<file path="src/rtl/mrx_pkg.sv">
package mrx_pkg;

    typedef enum logic [0:0] {
        ST_HUNT  = 1'b0,
        ST_FRAME = 1'b1
    } rx_state_e;

    typedef struct packed {
        logic stb;
        logic val;
    } bit_ev_t;

    localparam int BYTE_W = 8;

    // Start-of-frame pair: two ones back to back after the training run
    function automatic logic sof_pair(input logic prev_bit, input logic cur_bit);
        return prev_bit & cur_bit;
    endfunction

endpackage

</file>
<file path="src/rtl/mrx_line_edge.sv">
module mrx_line_edge #(
    parameter int SYNC_STAGES = 2
) (
    input  logic clk,
    input  logic rst,
    input  logic line_in,
    output logic edge_o,
    output logic level_o
);
    logic [SYNC_STAGES:0] chain;

    always_ff @(posedge clk) begin
        if (rst) chain <= '0;
        else     chain <= {chain[SYNC_STAGES-1:0], line_in};
    end

    assign level_o = chain[SYNC_STAGES-1];
    assign edge_o  = chain[SYNC_STAGES] ^ chain[SYNC_STAGES-1];
endmodule

</file>
<file path="src/rtl/mrx_bit_clock.sv">
module mrx_bit_clock
    import mrx_pkg::*;
#(
    parameter int OVS = 8
) (
    input  logic    clk,
    input  logic    rst,
    input  logic    edge_i,
    input  logic    level_i,
    output bit_ev_t bit_o,
    output logic    idle_o
);
    localparam int ACCEPT   = (3 * OVS) / 4;
    localparam int IDLE_LIM = 2 * OVS;
    localparam int SAT      = IDLE_LIM + 1;
    localparam int CW       = $clog2(SAT + 1);

    // Cycles since last accepted mid-cell edge; SAT means unlocked
    logic [CW-1:0] gap;

    always_ff @(posedge clk) begin
        if (rst) begin
            gap    <= CW'(SAT);
            bit_o  <= '0;
            idle_o <= 1'b0;
        end else begin
            bit_o.stb <= 1'b0;
            idle_o    <= 1'b0;
            if (edge_i && gap >= CW'(ACCEPT)) begin
                gap       <= CW'(1);
                bit_o.stb <= 1'b1;
                bit_o.val <= level_i;
            end else if (gap == CW'(IDLE_LIM)) begin
                gap    <= CW'(SAT);
                idle_o <= 1'b1;
            end else if (gap != CW'(SAT)) begin
                gap <= gap + 1'b1;
            end
        end
    end
endmodule

</file>
<file path="src/rtl/mrx_framer.sv">
module mrx_framer
    import mrx_pkg::*;
#(
    parameter int ALT_MIN   = 16,
    parameter int MIN_BYTES = 64
) (
    input  logic              clk,
    input  logic              rst,
    input  bit_ev_t           bit_i,
    input  logic              idle_i,
    output logic [BYTE_W-1:0] byte_data,
    output logic              byte_valid,
    output logic              frame_active,
    output logic              frame_end,
    output logic              frame_runt
);
    localparam int AW = $clog2(ALT_MIN + 1);
    localparam int BW = $clog2(MIN_BYTES + 1);
    localparam int PW = $clog2(BYTE_W);

    rx_state_e         state;
    logic [AW-1:0]     alt_cnt;
    logic              prev_bit;
    logic [BYTE_W-1:0] shreg;
    logic [PW-1:0]     bit_pos;
    logic [BW-1:0]     byte_cnt;
    logic [BYTE_W-1:0] next_byte;

    assign next_byte    = {bit_i.val, shreg[BYTE_W-1:1]};
    assign frame_active = (state == ST_FRAME);

    always_ff @(posedge clk) begin
        if (rst) begin
            state      <= ST_HUNT;
            alt_cnt    <= '0;
            prev_bit   <= 1'b0;
            shreg      <= '0;
            bit_pos    <= '0;
            byte_cnt   <= '0;
            byte_data  <= '0;
            byte_valid <= 1'b0;
            frame_end  <= 1'b0;
            frame_runt <= 1'b0;
        end else begin
            byte_valid <= 1'b0;
            frame_end  <= 1'b0;
            frame_runt <= 1'b0;
            unique case (state)
                ST_HUNT: begin
                    if (idle_i) begin
                        alt_cnt <= '0;
                    end else if (bit_i.stb) begin
                        prev_bit <= bit_i.val;
                        if (alt_cnt == '0) begin
                            alt_cnt <= AW'(1);
                        end else if (bit_i.val != prev_bit) begin
                            if (alt_cnt != AW'(ALT_MIN)) alt_cnt <= alt_cnt + 1'b1;
                        end else if (sof_pair(prev_bit, bit_i.val) &&
                                     alt_cnt >= AW'(ALT_MIN)) begin
                            state    <= ST_FRAME;
                            alt_cnt  <= '0;
                            bit_pos  <= '0;
                            byte_cnt <= '0;
                        end else begin
                            alt_cnt <= AW'(1);
                        end
                    end
                end
                ST_FRAME: begin
                    if (idle_i) begin
                        state      <= ST_HUNT;
                        frame_end  <= 1'b1;
                        frame_runt <= (byte_cnt < BW'(MIN_BYTES));
                    end else if (bit_i.stb) begin
                        shreg   <= next_byte;
                        bit_pos <= bit_pos + 1'b1;
                        if (bit_pos == PW'(BYTE_W - 1)) begin
                            byte_data  <= next_byte;
                            byte_valid <= 1'b1;
                            if (byte_cnt != BW'(MIN_BYTES)) byte_cnt <= byte_cnt + 1'b1;
                        end
                    end
                end
                default: state <= ST_HUNT;
            endcase
        end
    end
endmodule

</file>
<file path="src/rtl/manch_rx.sv">
module manch_rx
    import mrx_pkg::*;
#(
    parameter int OVS         = 8,
    parameter int SYNC_STAGES = 2,
    parameter int ALT_MIN     = 16,
    parameter int MIN_BYTES   = 64
) (
    input  logic       clk,
    input  logic       rst,
    input  logic       line_in,
    output logic [7:0] byte_data,
    output logic       byte_valid,
    output logic       frame_active,
    output logic       frame_end,
    output logic       frame_runt
);
    logic    edge_s;
    logic    level_s;
    bit_ev_t bit_s;
    logic    idle_s;

    mrx_line_edge #(.SYNC_STAGES(SYNC_STAGES)) u_edge (
        .clk     (clk),
        .rst     (rst),
        .line_in (line_in),
        .edge_o  (edge_s),
        .level_o (level_s)
    );

    mrx_bit_clock #(.OVS(OVS)) u_clock (
        .clk     (clk),
        .rst     (rst),
        .edge_i  (edge_s),
        .level_i (level_s),
        .bit_o   (bit_s),
        .idle_o  (idle_s)
    );

    mrx_framer #(.ALT_MIN(ALT_MIN), .MIN_BYTES(MIN_BYTES)) u_framer (
        .clk          (clk),
        .rst          (rst),
        .bit_i        (bit_s),
        .idle_i       (idle_s),
        .byte_data    (byte_data),
        .byte_valid   (byte_valid),
        .frame_active (frame_active),
        .frame_end    (frame_end),
        .frame_runt   (frame_runt)
    );
endmodule

</file>
<file path="config.mk">
export PLATFORM = sky130hd
export DESIGN_NAME = manch_rx
export DESIGN_NICKNAME = d
export VERILOG_FILES = /design/src/rtl/mrx_pkg.sv /design/src/rtl/mrx_line_edge.sv /design/src/rtl/mrx_bit_clock.sv /design/src/rtl/mrx_framer.sv /design/src/rtl/manch_rx.sv
export SDC_FILE = /design/constraint.sdc
export NUM_CORES = 1
export LEC_CHECK = 0
export ABC_CLOCK_PERIOD_IN_PS = 1700
export BUFFER_PORTS_ARGS = -buffer_cell sky130_fd_sc_hd__buf_2
export CAP_MARGIN = 40
export CORE_MARGIN = 5
export CORE_UTILIZATION = 25
export DETAILED_ROUTE_END_ITERATION = 16
export SYNTH_ARGS = -nofsm -noshare
export SYNTH_HDL_FRONTEND = slang
export SYNTH_SLANG_ARGS = --single-unit
</file>
<file path="constraint.sdc">
create_clock -name clk -period 1.7 [get_ports clk]
set_input_delay 0 -clock clk [delete_from_list [all_inputs] [get_ports clk]]
set_output_delay 0 -clock clk [all_outputs]
set_load 0.01 [all_outputs]
</file>
**Word level (Yosys, flattened, before mapping)**

Cells that the tools add are included.
W data, S select, Z words.

- Flip-flop bits (word level): 47
- Input port bits: 3
- Output and inout port bits: 12

- Add/subtract/negate cells: 4
- Order comparisons: 3
- Eq/ne operators: 16
- Mux-type cells: 38
- Bitwise logic cells: 5
- Reductions and logical operators: 16

Operators with widths:

| operator | count |
|---|---|
| $mux W7 | 9 |
| $mux W5 | 8 |
| $mux W3 | 7 |
| $ne A2 B2 Y1 const B | 8 |
| $pmux W7 S2 | 1 |
| $add A5 B1 Y5 const B | 2 |
| $mux W1 | 10 |
| $ne A5 B5 Y1 const B | 2 |
| $reduce_and A3 Y1 | 3 |
| $reduce_and A9 Y1 | 1 |
| $add A7 B1 Y7 const B | 1 |
| $lt A7 B7 Y1 const B | 1 |
| $ne A7 B7 Y1 const B | 1 |
| $reduce_and A7 Y1 | 1 |
| $pmux W3 S2 | 1 |
| $reduce_or A3 Y1 | 2 |
| $eq A5 B5 Y1 const B | 1 |
| $ge A5 B3 Y1 const B | 1 |
| $ge A5 B5 Y1 const B | 1 |
| $logic_not A5 Y1 | 1 |
| $ne A4 B3 Y1 const B | 1 |
| $reduce_and A4 Y1 | 1 |
| $reduce_or A2 Y1 | 2 |
| $reduce_or A4 Y1 | 1 |
| other kinds (12) | 15 |

**Logic depth before layout (Yosys ltp)**

Gate-level depths: netlist of the first run.

- Depth after elaboration: 8
- Depth in mapped cells: 6
- Depth with buffers taken out: 6

**Modules after synthesis**

From an unflattened synthesis of the first run, not the netlist that was laid out.

- Cells, all modules: 235
- Area, all modules: 2028.2 µm²

By module, submodules not included:

| module | instances | cells an instance | area an instance (µm²) |
|---|---|---|---|
| mrx_framer | 1 | 190 | 1547.7 |
| mrx_bit_clock | 1 | 38 | 392.9 |
| mrx_line_edge | 1 | 7 | 87.6 |

**Worst setup path after synthesis of the first run**

OpenSTA, ideal clock, no wires.

- Kind: register to register
- Start: reg u_clock.bit_o[0] (netlist name)
- End: reg u_framer.byte_cnt[0]
- Library setup time: 0.070 ns
- Data arrival time: 1.618 ns
- Required time: 1.630 ns
- Path slack: 0.012 ns
- Cell stages (with the launch flop): 7
- Buffers on the path: 1
- Clock period less this slack: 1.688 ns
- Cells stage by stage: dfxtp_1 ha_1 and3b_2 o21ai_2 buf_2 or3_1 a21oi_1

- Word-level cells in the longest chain between the ends: 4
- Elaborated cells between the ends (all ways): 6
- Those cells by class: 3 x eq/ne; 1 x bitwise; 2 x reduce/logical

RTL lines:

| what | RTL line | source |
|---|---|---|
| start: declaration | mrx_bit_clock.sv:10 | `output bit_ev_t bit_o,` |
| $and A1 B1 Y1 | mrx_pkg.sv:17 | `return prev_bit & cur_bit;` |
| $logic_and A1 B1 Y1 | mrx_framer.sv:58 | `end else if (sof_pair(prev_bit, bit_i.val) &&` |
| $ne A2 B1 Y1 (no line) | n/a |  |
| $reduce_and A9 Y1 (no line) * | n/a |  |
| end signal: assignment | mrx_framer.sv:80 | `if (byte_cnt != BW'(MIN_BYTES)) byte_cnt <= byte_cnt + 1'b1;` |
| end: declaration | mrx_framer.sv:26 | `logic [BW-1:0] byte_cnt;` |

Mark *: on every way between the ends. The rest lies on a longest branch, timed or not.
A chain may end at the register's enable or synchronous reset.

**Worst setup path in the final report of the first run**

Ends and elaborated chain as after synthesis.

==> flow_summary.yaml, run 1 <==
layout:
  fillerInstances: 835
  mostFrequentLayoutCell: "dfxtp_1"
  drive_gt1_frac: 0.213
  diodes: 0
  fin_area_sq_um: 2440
  final_util: 0.315
  final_cell_mix: "42 x dfxtp_1, 34 x nand2_1, 25 x a21oi_1, 15 x nand3_1"
  fin_nets: 266
  syn_to_final_growth_pct: 21.7
sta:
  final-setup-viol-count: 0
  hold_violations: 0
  fin_setup_tns_ns: 0
  worstMarginPinSlew_ns: 0.418
  maxSlewHeadroom: 0.721
  slew_viol_final: 0
  setup_ws_ns: 0.0478
  fin_crit_sh: 0.972
  finalCriticalPeriod_ns: 1.65
  fmax_mhz: 605
  clock_skew_ns: 0.00688
  rsz0062_at_grt: "true"
critical_path:
  crit_path_start_kind: "flop"
  arrival_ns: 1.90
  reg2reg_from: "u_clock.bit_o[0]"
  crit_required_ns: 1.95
  cp_max_fo: 6
  rrSetupSlack_ns: 0.05
  worstSetupPathType: "flop to flop"
  end_kind: "flop"
  rr_endpoint: "u_framer.byte_cnt[0]"
  worstRegToRegCells: 6
detailed_routing:
  antenna_left: 0
  wl_per_cell_um: 11.1
  drt_iter0_markers: 50
  routed-via-count: 1633
  drt_pass1_iterations: 4
  drt-total-wl_mm: 3.94
  viasPerCell: 4.60
  drc: 0
floorplan:
  die_area_sq_um: 9930
  die_h_um: 99.6
  io_pins: 15
  die_w_um: 99.6
  start_util: 0.259
  num_rows: 32
  coreArea_sq_um: 7770
min_path:
  min_path_cells: 2
  hold_start: "rst"
  hp-class: "input port to flop"
  holdPathEnd: "u_framer.byte_cnt[0]"
global_routing:
  overflow: 0
  grt.total_usage: 0.0833
  grt_pass1_vias: 1507
  grt_max_degree: 21
  grt_pass1_wl_mm: 6.71
  antenna_found_initial: 0
yosys:
  synthAdderAreaFrac: 0.0685
  synthTopCellsByArea: "dfxtp_1 46%, ha_1 6.9%, a21oi_1 6.7%"
  synth_nets: 243
  synth_seq_area_share: 0.459
  synthArstFlopShare: 0
  syn_area_sq_um: 2010
  synth_cell_type_count: 43
  synth_compound_area_frac: 0.147
  synth_edf_count: 0
  yosysWarnings: 0
  postSynthCellCount: 229
  synth_top_family_by_area: "simple AND/OR/NAND/NOR gates"
  yosys.area.top_type: "dfxtp_1"
  yosysTopAreaCellShare: 0.459
  ys_ff_latch: 46
  synthMuxAreaShare: 0.0199
  synthFlopType: "dfxtp_1"
  syn_area_per_cell_sq_um: 8.77
  yosys.area_share.xor_xnor: 0.0305
  synth_simple_gate_area_frac: 0.239
power_and_ir_drop:
  p_comb_frac: 0.142
  p_sw_mw: 0.630
  powerDensity_nw_per_um2: 956
  internal_power_mw: 1.71
  swShare: 0.270
  finalPower_mw: 2.34
  p_seq_frac: 0.502
  p_leak_nw: 0.891
  peakVddDrop_mv: 0.309
  power.share.clock: 0.356
place:
  place_area_sq_um: 2250
  io_buffers: 14
  gp_congestion: 0.835
  post-dp-hpwl_mm: 2.79
  pre_cts_ws_ns: -0.00725
cts:
  post-cts-setup-buffers: 0
  clk-insertion-delay-late_ns: 0.31
  clkSinkCount: 46
  cts_made_buffers: 5
  clockRootBuffer: "clkbuf_8"
  cts_tree: "done"
  path_clk_slew_ns: 0.08
  clockBufferDepth: 2
  cts-htree-levels: 2
status:
  status: "complete, no violations"
run:
  maxCapViolCount: 0
-- worst max path at each step --
stage                        start                    to  slack, ns  cells after the start
2_1_floorplan     u_clock.bit_o[0]  u_framer.byte_cnt[0]       0.01                      6
3_3_place_gp      u_clock.bit_o[0]  u_framer.byte_cnt[4]       0.02                      5
3_5_place_dp      u_clock.bit_o[0]  u_framer.byte_cnt[3]     -0.007                      5
4_1_cts        u_framer.bit_pos[0]  u_framer.byte_cnt[3]      0.006                      6
5_1_grt           u_clock.bit_o[0]  u_framer.byte_cnt[0]      -0.01                      6
6_report          u_clock.bit_o[0]  u_framer.byte_cnt[0]       0.05                      6
-- layer usage --
metal  part of all wire  GRT usage  vias up
met4              0.021     0.0441        0
met3              0.048     0.0259        9
met1               0.48      0.102      758
met2               0.45      0.131       26
li1                   -          -      840
met5                  0          0        -
-- cells in the mapped netlist (2+ instances only) --
library cell	number
nand3_1	15
o31ai_1	3
ha_1	11
nor2_1	14
xor2_1	5
and3_1	2
dfxtp_1	46
nand4_1	4
mux2i_1	4
clkbuf_1	5
o21ai_0	6
nor2b_1	5
or3_1	3
inv_1	8
nand2_1	34
a21oi_1	27
buf_2	4
nand2b_1	2
nor3_1	4
xnor2_1	2
or4_1	3
-- critical path: stages, from the launching register on --
cell and delay (ns):
dfxtp_2 0.34, ha_4 0.23, and3b_2 0.29, o21ai_4 0.08
buf_4 0.16, or3_4 0.38, a21oi_2 0.11
-- timing repair --
item                                    in CTS  in global routing
resized for setup                            3                 13
hold buffers                                 1                  0
pin swaps                                    3                  5
endpoints found under the setup margin       3                 13
hold endpoints to repair                     1                  0
-- power groups by stage --
| stage | clock (mW) | combinational (mW) | sequential [mW] |
|---|---|---|---|
| after floorplan | 0 | 0.259 | 1.18 |
| after global placement | 0 | 0.301 | 1.20 |
| after detailed placement | 0 | 0.314 | 1.20 |
| after CTS | 0.861 | 0.318 | 1.17 |
| after global routing | 0.897 | 0.378 | 1.18 |
| final | 0.832 | 0.331 | 1.17 |
-- flip-flops by register name (all words and copies together) (netlist names), 2 cells and up --
signal              count
u_framer.alt_cnt        5
u_framer.byte_cnt       7
u_edge.chain            3
u_framer.bit_pos        3
u_clock.gap             5
u_framer.byte_data      8
u_framer.shreg          7
u_clock.bit_o           2
-- cells by family after synthesis --
kind of cell	count (synthesis)
muxes	4
adders and majority gates	11
xor gates and xnor gates	7
buffers and inverters	18
and+or+nand+nor	95
DFF	46
AOI/OAI and AO/OA	48
-- through the flow --
stage          cells  hold WS, ns
2_1_floorplan    229        0.128
3_3_place_gp     346        0.214
3_5_place_dp     346        0.215
4_1_cts          355       0.0800
5_1_grt          355        0.106
6_report         355       0.0761
-- area by class of cell --
| type | count | area, sq um | area share |
|---|---|---|---|
| timing repair buffer | 26 | 163 | 0.0665 |
| sequential | 46 | 926 | 0.379 |
| multi-input combinational | 165 | 1080 | 0.444 |
| tap | 102 | 128 | 0.0522 |
| clock inverter | 3 | 45.0 | 0.0184 |
| inverter | 8 | 30.0 | 0.0123 |
| clock buffer | 5 | 68.8 | 0.0281 |
No activity file was read; power rests on OpenSTA's default activity.
==> inputs of run 2 (changes only) <==
--- a/config.mk
+++ b/config.mk
@@ -5,7 +5,7 @@
 export SDC_FILE = /design/constraint.sdc
 export NUM_CORES = 1
 export LEC_CHECK = 0
-export ABC_CLOCK_PERIOD_IN_PS = 1700
+export ABC_CLOCK_PERIOD_IN_PS = 2100
 export BUFFER_PORTS_ARGS = -buffer_cell sky130_fd_sc_hd__buf_2
 export CAP_MARGIN = 40
 export CORE_MARGIN = 5
==> constraint.sdc (replaced) <==
create_clock -name clk -period 2.1 [get_ports clk]
set_input_delay 0 -clock clk [delete_from_list [all_inputs] [get_ports clk]]
set_output_delay 0 -clock clk [all_outputs]
set_load 0.01 [all_outputs]
==> run 2 against run 1 <==
  * Non-clock buffer count down 8
  * Core utilization down 1.8 points
  * Global-route usage down 0.19 points
  * Sequential power down 19%
  * Clock skew down 0.00092 ns
  * Total power down 21%
  * Register-to-register slack better by 0.13 ns
  * Routed wire length down 3.3%
  * Hold slack better by 0.16 ns
  * Sequential share of layout area up 2.1 points
==> flow_summary.yaml, run 2 (synthesized netlist as in run 1, its figures left out) <==
sta:
  fin_crit_sh: 0.916
  clock_skew_ns: 0.00596
  rsz0062_at_grt: "false"
  final-setup-viol-count: 0
  slew_viol_final: 0
  hold_violations: 0
  fmax_mhz: 520
  worst_hold_slack_ns: 0.235
  worstMarginPinSlew_ns: 0.685
  maxSlewHeadroom: 0.543
  finalCriticalPeriod_ns: 1.92
  fin_setup_tns_ns: 0
critical_path:
  critPathMaxStageDelay_ns: 0.55
  slowest_stage: "or4_1"
  crit_required_ns: 2.33
  path_buf_inv: 0
  arrival_ns: 2.15
  cp_max_fo: 10
  crit_path_start_kind: "flop"
  crit_family: "simple AND/OR/NAND/NOR gates"
  worstSetupPathType: "flop to flop"
  cp_cell_sequence: "ha_1, and3b_2, o21ai_2, or4_1, a21oi_1"
  end_kind: "flop"
layout:
  reg_top3: "u_framer.byte_data: 8 flops, u_framer.byte_cnt: 7 flops, u_framer.shreg: 7 flops"
  final_cells: 347
  final_cell_mix: "46 x dfxtp_1, 34 x nand2_1, 27 x a21oi_1, 15 x nand3_1"
  syn_to_final_growth_pct: 14.8
  largest_reg_flops: 8
  fillerInstances: 833
  diodes: 0
  final_util: 0.297
  drive_gt1_frac: 0.127
  fin_nets: 258
  mostFrequentLayoutCell: "dfxtp_1"
  top_register: "u_framer.byte_data"
floorplan:
  io_pins: 15
  die_area_sq_um: 9930
  num_rows: 32
  start_util: 0.259
  die_h_um: 99.6
  die_w_um: 99.6
  coreArea_sq_um: 7770
detailed_routing:
  wl_per_cell_um: 11.0
  drt-total-wl_mm: 3.81
  drt_iter0_markers: 55
  viasPerCell: 4.54
  routed-via-count: 1576
  antenna_left: 0
  drc: 0
  drt_pass1_iterations: 4
cts:
  clockRootBuffer: "clkbuf_8"
  clockBufferDepth: 2
  cts_tree: "done"
  cts_made_buffers: 5
  post-cts-setup-buffers: 0
  cts-htree-levels: 2
  path_clk_slew_ns: 0.08
  clk-insertion-delay-late_ns: 0.29
  clkSinkCount: 46
place:
  io_buffers: 14
  gp_congestion: 0.735
  post-place-cells: 338
  post-dp-hpwl_mm: 2.60
min_path:
  hp-class: "input port to flop"
power_and_ir_drop:
  p_leak_nw: 0.850
  peakVddDrop_mv: 0.255
  powerDensity_nw_per_um2: 798
  finalPower_mw: 1.84
global_routing:
  grt.total_usage: 0.0814
  grt_pass1_wl_mm: 6.64
  grt_pass1_vias: 1477
  antenna_found_initial: 0
  grt_max_degree: 39
  overflow: 0
run:
  maxCapViolCount: 0
status:
  status: "complete, no violations"
## run 2: cell count changes in the layout (fill, tap and decap cells not counted), moves of 2 or more
cell | previous run | this run
buf_4 | 11 | 3
dfxtp_1 | 42 | 46
dfxtp_2 | 4 | 0
a21oi_2 | 2 | 0
a21oi_1 | 25 | 27
## run 2: layer usage
metal,up-vias,wire length (um),track usage
li1,827,-,-
met1,721,1860,0.101
met2,21,1750,0.132
met3,7,154,0.0273
met4,0,46,0.0273
met5,-,0,0
## run 2: path summary, 6_finish.rpt
check,slack [ns],depth (start not counted),to,start
worst max-delay path,0.18,5,u_framer.byte_cnt[4],u_clock.bit_o[0]
worst min-delay path,0.23,2,u_framer.alt_cnt[0],rst
worst max register to register,0.18,5,u_framer.byte_cnt[4],u_clock.bit_o[0]
worst min register to register,0.44,1,u_edge.chain[1],u_edge.chain[0]
## run 2: metrics by stage
stage	setup slack (ns)	area [sq um]
final	0.176	2310
after global routing	0.0851	2310
after CTS	0.160	2310
after detailed placement	0.249	2190
after global placement	0.286	2190
after floorplan	0.412	2010
## run 2: what timing repair did
action / 4_1_cts / 5_1_grt
resized for setup: 0 / 0
hold buffers: 1 / 0
hold endpoints to repair: 1 / 0
## run 2: cell type report
class	count	area [sq um]	area share
clock buffers	6	72.6	0.0315
clock inverters	2	37.5	0.0163
inverters	8	30.0	0.0130
multi-input cells	165	1010	0.440
flip-flops and latches	46	921	0.399
well taps	102	128	0.0553
repair buffers	18	103	0.0445
## run 2: power breakdown
group          internal [mW]  switching, mW
sequential             0.905         0.0439
clock                  0.355          0.293
combinational          0.107          0.137
==> inputs of run 3 (changes only) <==
--- a/config.mk
+++ b/config.mk
@@ -5,12 +5,14 @@
 export SDC_FILE = /design/constraint.sdc
 export NUM_CORES = 1
 export LEC_CHECK = 0
-export ABC_CLOCK_PERIOD_IN_PS = 2100
+export ABC_CLOCK_PERIOD_IN_PS = 2300
 export BUFFER_PORTS_ARGS = -buffer_cell sky130_fd_sc_hd__buf_2
 export CAP_MARGIN = 40
 export CORE_MARGIN = 5
 export CORE_UTILIZATION = 25
 export DETAILED_ROUTE_END_ITERATION = 16
+export PLACE_DENSITY_LB_ADDON = 0.05
+export SKIP_LAST_GASP = 1
 export SYNTH_ARGS = -nofsm -noshare
 export SYNTH_HDL_FRONTEND = slang
 export SYNTH_SLANG_ARGS = --single-unit
==> constraint.sdc (replaced) <==
create_clock -name clk -period 2.3 [get_ports clk]
set_input_delay 0 -clock clk [delete_from_list [all_inputs] [get_ports clk]]
set_output_delay 0 -clock clk [all_outputs]
set_load 0.01 [all_outputs]
==> run 3 against run 2 <==
  * First-iteration DRC count decreased by 22%
  * Routed wire length up 13%
  * Cell count unchanged
  * Sequential share of layout area shrank 0.065 points
  * Critical path depth stayed put
==> flow_summary.yaml, run 3 (synthesized netlist as in run 1, its figures left out) <==
status:
  status: "complete, no violations"
min_path:
  hold_start: "rst"
  hp-class: "input port to flop"
  min_path_cells: 2
  holdPathEnd: "u_framer.byte_valid"
cts:
  cts_resized: 0
  clockRootBuffer: "clkbuf_8"
  clkSinkCount: 46
  cts-htree-levels: 2
  clk-insertion-delay-late_ns: 0.30
  cts_tree: "done"
  cts_made_buffers: 5
  clockBufferDepth: 2
  path_clk_slew_ns: 0.09
floorplan:
  io_pins: 15
  num_rows: 32
  start_util: 0.259
  die_area_sq_um: 9930
  die_w_um: 99.6
  coreArea_sq_um: 7770
  die_h_um: 99.6
layout:
  final_cell_mix: "46 x dfxtp_1, 34 x nand2_1, 27 x a21oi_1, 15 x nand3_1"
  syn_to_final_growth_pct: 15.0
  reg_top3: "u_framer.byte_data: 8 flops, u_framer.byte_cnt: 7 flops, u_framer.shreg: 7 flops"
  fin_nets: 258
  diodes: 0
  top_register: "u_framer.byte_data"
  drive_gt1_frac: 0.131
  mostFrequentLayoutCell: "dfxtp_1"
  fillerInstances: 841
  largest_reg_flops: 8
critical_path:
  cp_max_fo: 13
  critPathMaxStageDelay_ns: 0.54
  startpoint: "u_clock.bit_o[0]"
  reg2reg_from: "u_clock.bit_o[0]"
  rrSetupSlack_ns: 0.35
  path_buf_inv: 0
  arrival_ns: 2.18
  crit_required_ns: 2.53
  rr_endpoint: "u_framer.byte_cnt[4]"
  crit_family: "simple AND/OR/NAND/NOR gates"
  cp_cell_sequence: "ha_1, and3b_2, o21ai_2, or4_1, a21oi_1"
  worstSetupPathType: "flop to flop"
  slowest_stage: "or4_1"
  crit_path_start_kind: "flop"
  worstRegToRegCells: 5
  end_kind: "flop"
detailed_routing:
  drt_pass1_iterations: 4
  drt_iter0_markers: 43
  viasPerCell: 4.54
  wl_per_cell_um: 12.4
  drt-total-wl_mm: 4.30
  routed-via-count: 1574
  antenna_left: 0
  drc: 0
power_and_ir_drop:
  p_leak_nw: 0.850
  peakVddDrop_mv: 0.312
  finalPower_mw: 1.71
  powerDensity_nw_per_um2: 739
sta:
  finalCriticalPeriod_ns: 1.95
  hold_violations: 0
  fmax_mhz: 513
  fin_crit_sh: 0.847
  worstMarginPinSlew_ns: 0.472
  slew_viol_final: 0
  maxSlewHeadroom: 0.685
  fin_setup_tns_ns: 0
  clock_skew_ns: 0.00952
  final-setup-viol-count: 0
  rsz0062_at_grt: "false"
global_routing:
  grt_pass1_vias: 1511
  overflow: 0
  grt_pass1_wl_mm: 7.48
  antenna_found_initial: 0
  grt_max_degree: 22
  grt.total_usage: 0.0931
place:
  gp_congestion: 0.716
  io_buffers: 14
  post-dp-hpwl_mm: 2.95
run:
  maxCapViolCount: 0
[run 3: cell count changes in the layout (fill, tap and decap cells not counted), sizes merged]
cell	change
clkinvlp	+1
clkbuf	-1
[run 3: worst max-delay path by stage]
stage,end,cells past startpoint
after floorplan,u_framer.byte_cnt[0],6
after global placement,u_framer.byte_cnt[3],5
after detailed placement,u_framer.byte_cnt[3],5
after CTS,u_framer.byte_cnt[3],5
after global routing,u_framer.byte_cnt[3],5
final,u_framer.byte_cnt[4],5
[run 3: area by class of cell]
class	count	area, sq um	share of cell area
clock inverter	3	45.0	0.0195
sequential	46	921	0.399
tap	102	128	0.0553
clock buffer	5	68.8	0.0298
multi-input combinational	165	1010	0.439
timing repair buffer	18	103	0.0444
inverter	8	30.0	0.0130
[run 3: what timing repair did]
item,CTS,global route
endpoints found under the hold margin,1,0
buffers inserted,0,0
hold buffers,1,0
[run 3: where the power goes]
group          switching, mW  internal (mW)
clock                  0.289          0.324
sequential            0.0438          0.827
combinational          0.125         0.0982
[run 3: stage by stage]
step | utilization | hold slack, ns | instance area, sq um | setup WS, ns | instances
after global placement | 0.281 | 0.210 | 2190 | 0.419 | 338
after CTS | 0.297 | 0.0891 | 2310 | 0.331 | 347
after detailed placement | 0.281 | 0.217 | 2190 | 0.342 | 338
final | 0.297 | 0.0954 | 2310 | 0.352 | 347
after global routing | 0.297 | 0.102 | 2310 | 0.186 | 347
after floorplan | - | 0.128 | 2010 | 0.612 | 229
[run 3: metal layers]
metal | global-route usage | vias up | wire, um
li1 | - | 824 | -
met1 | 0.132 | 735 | 2240
met2 | 0.140 | 13 | 1900
met3 | 0.0231 | 2 | 115
met4 | 0.0252 | 0 | 35
met5 | 0 | - | 0
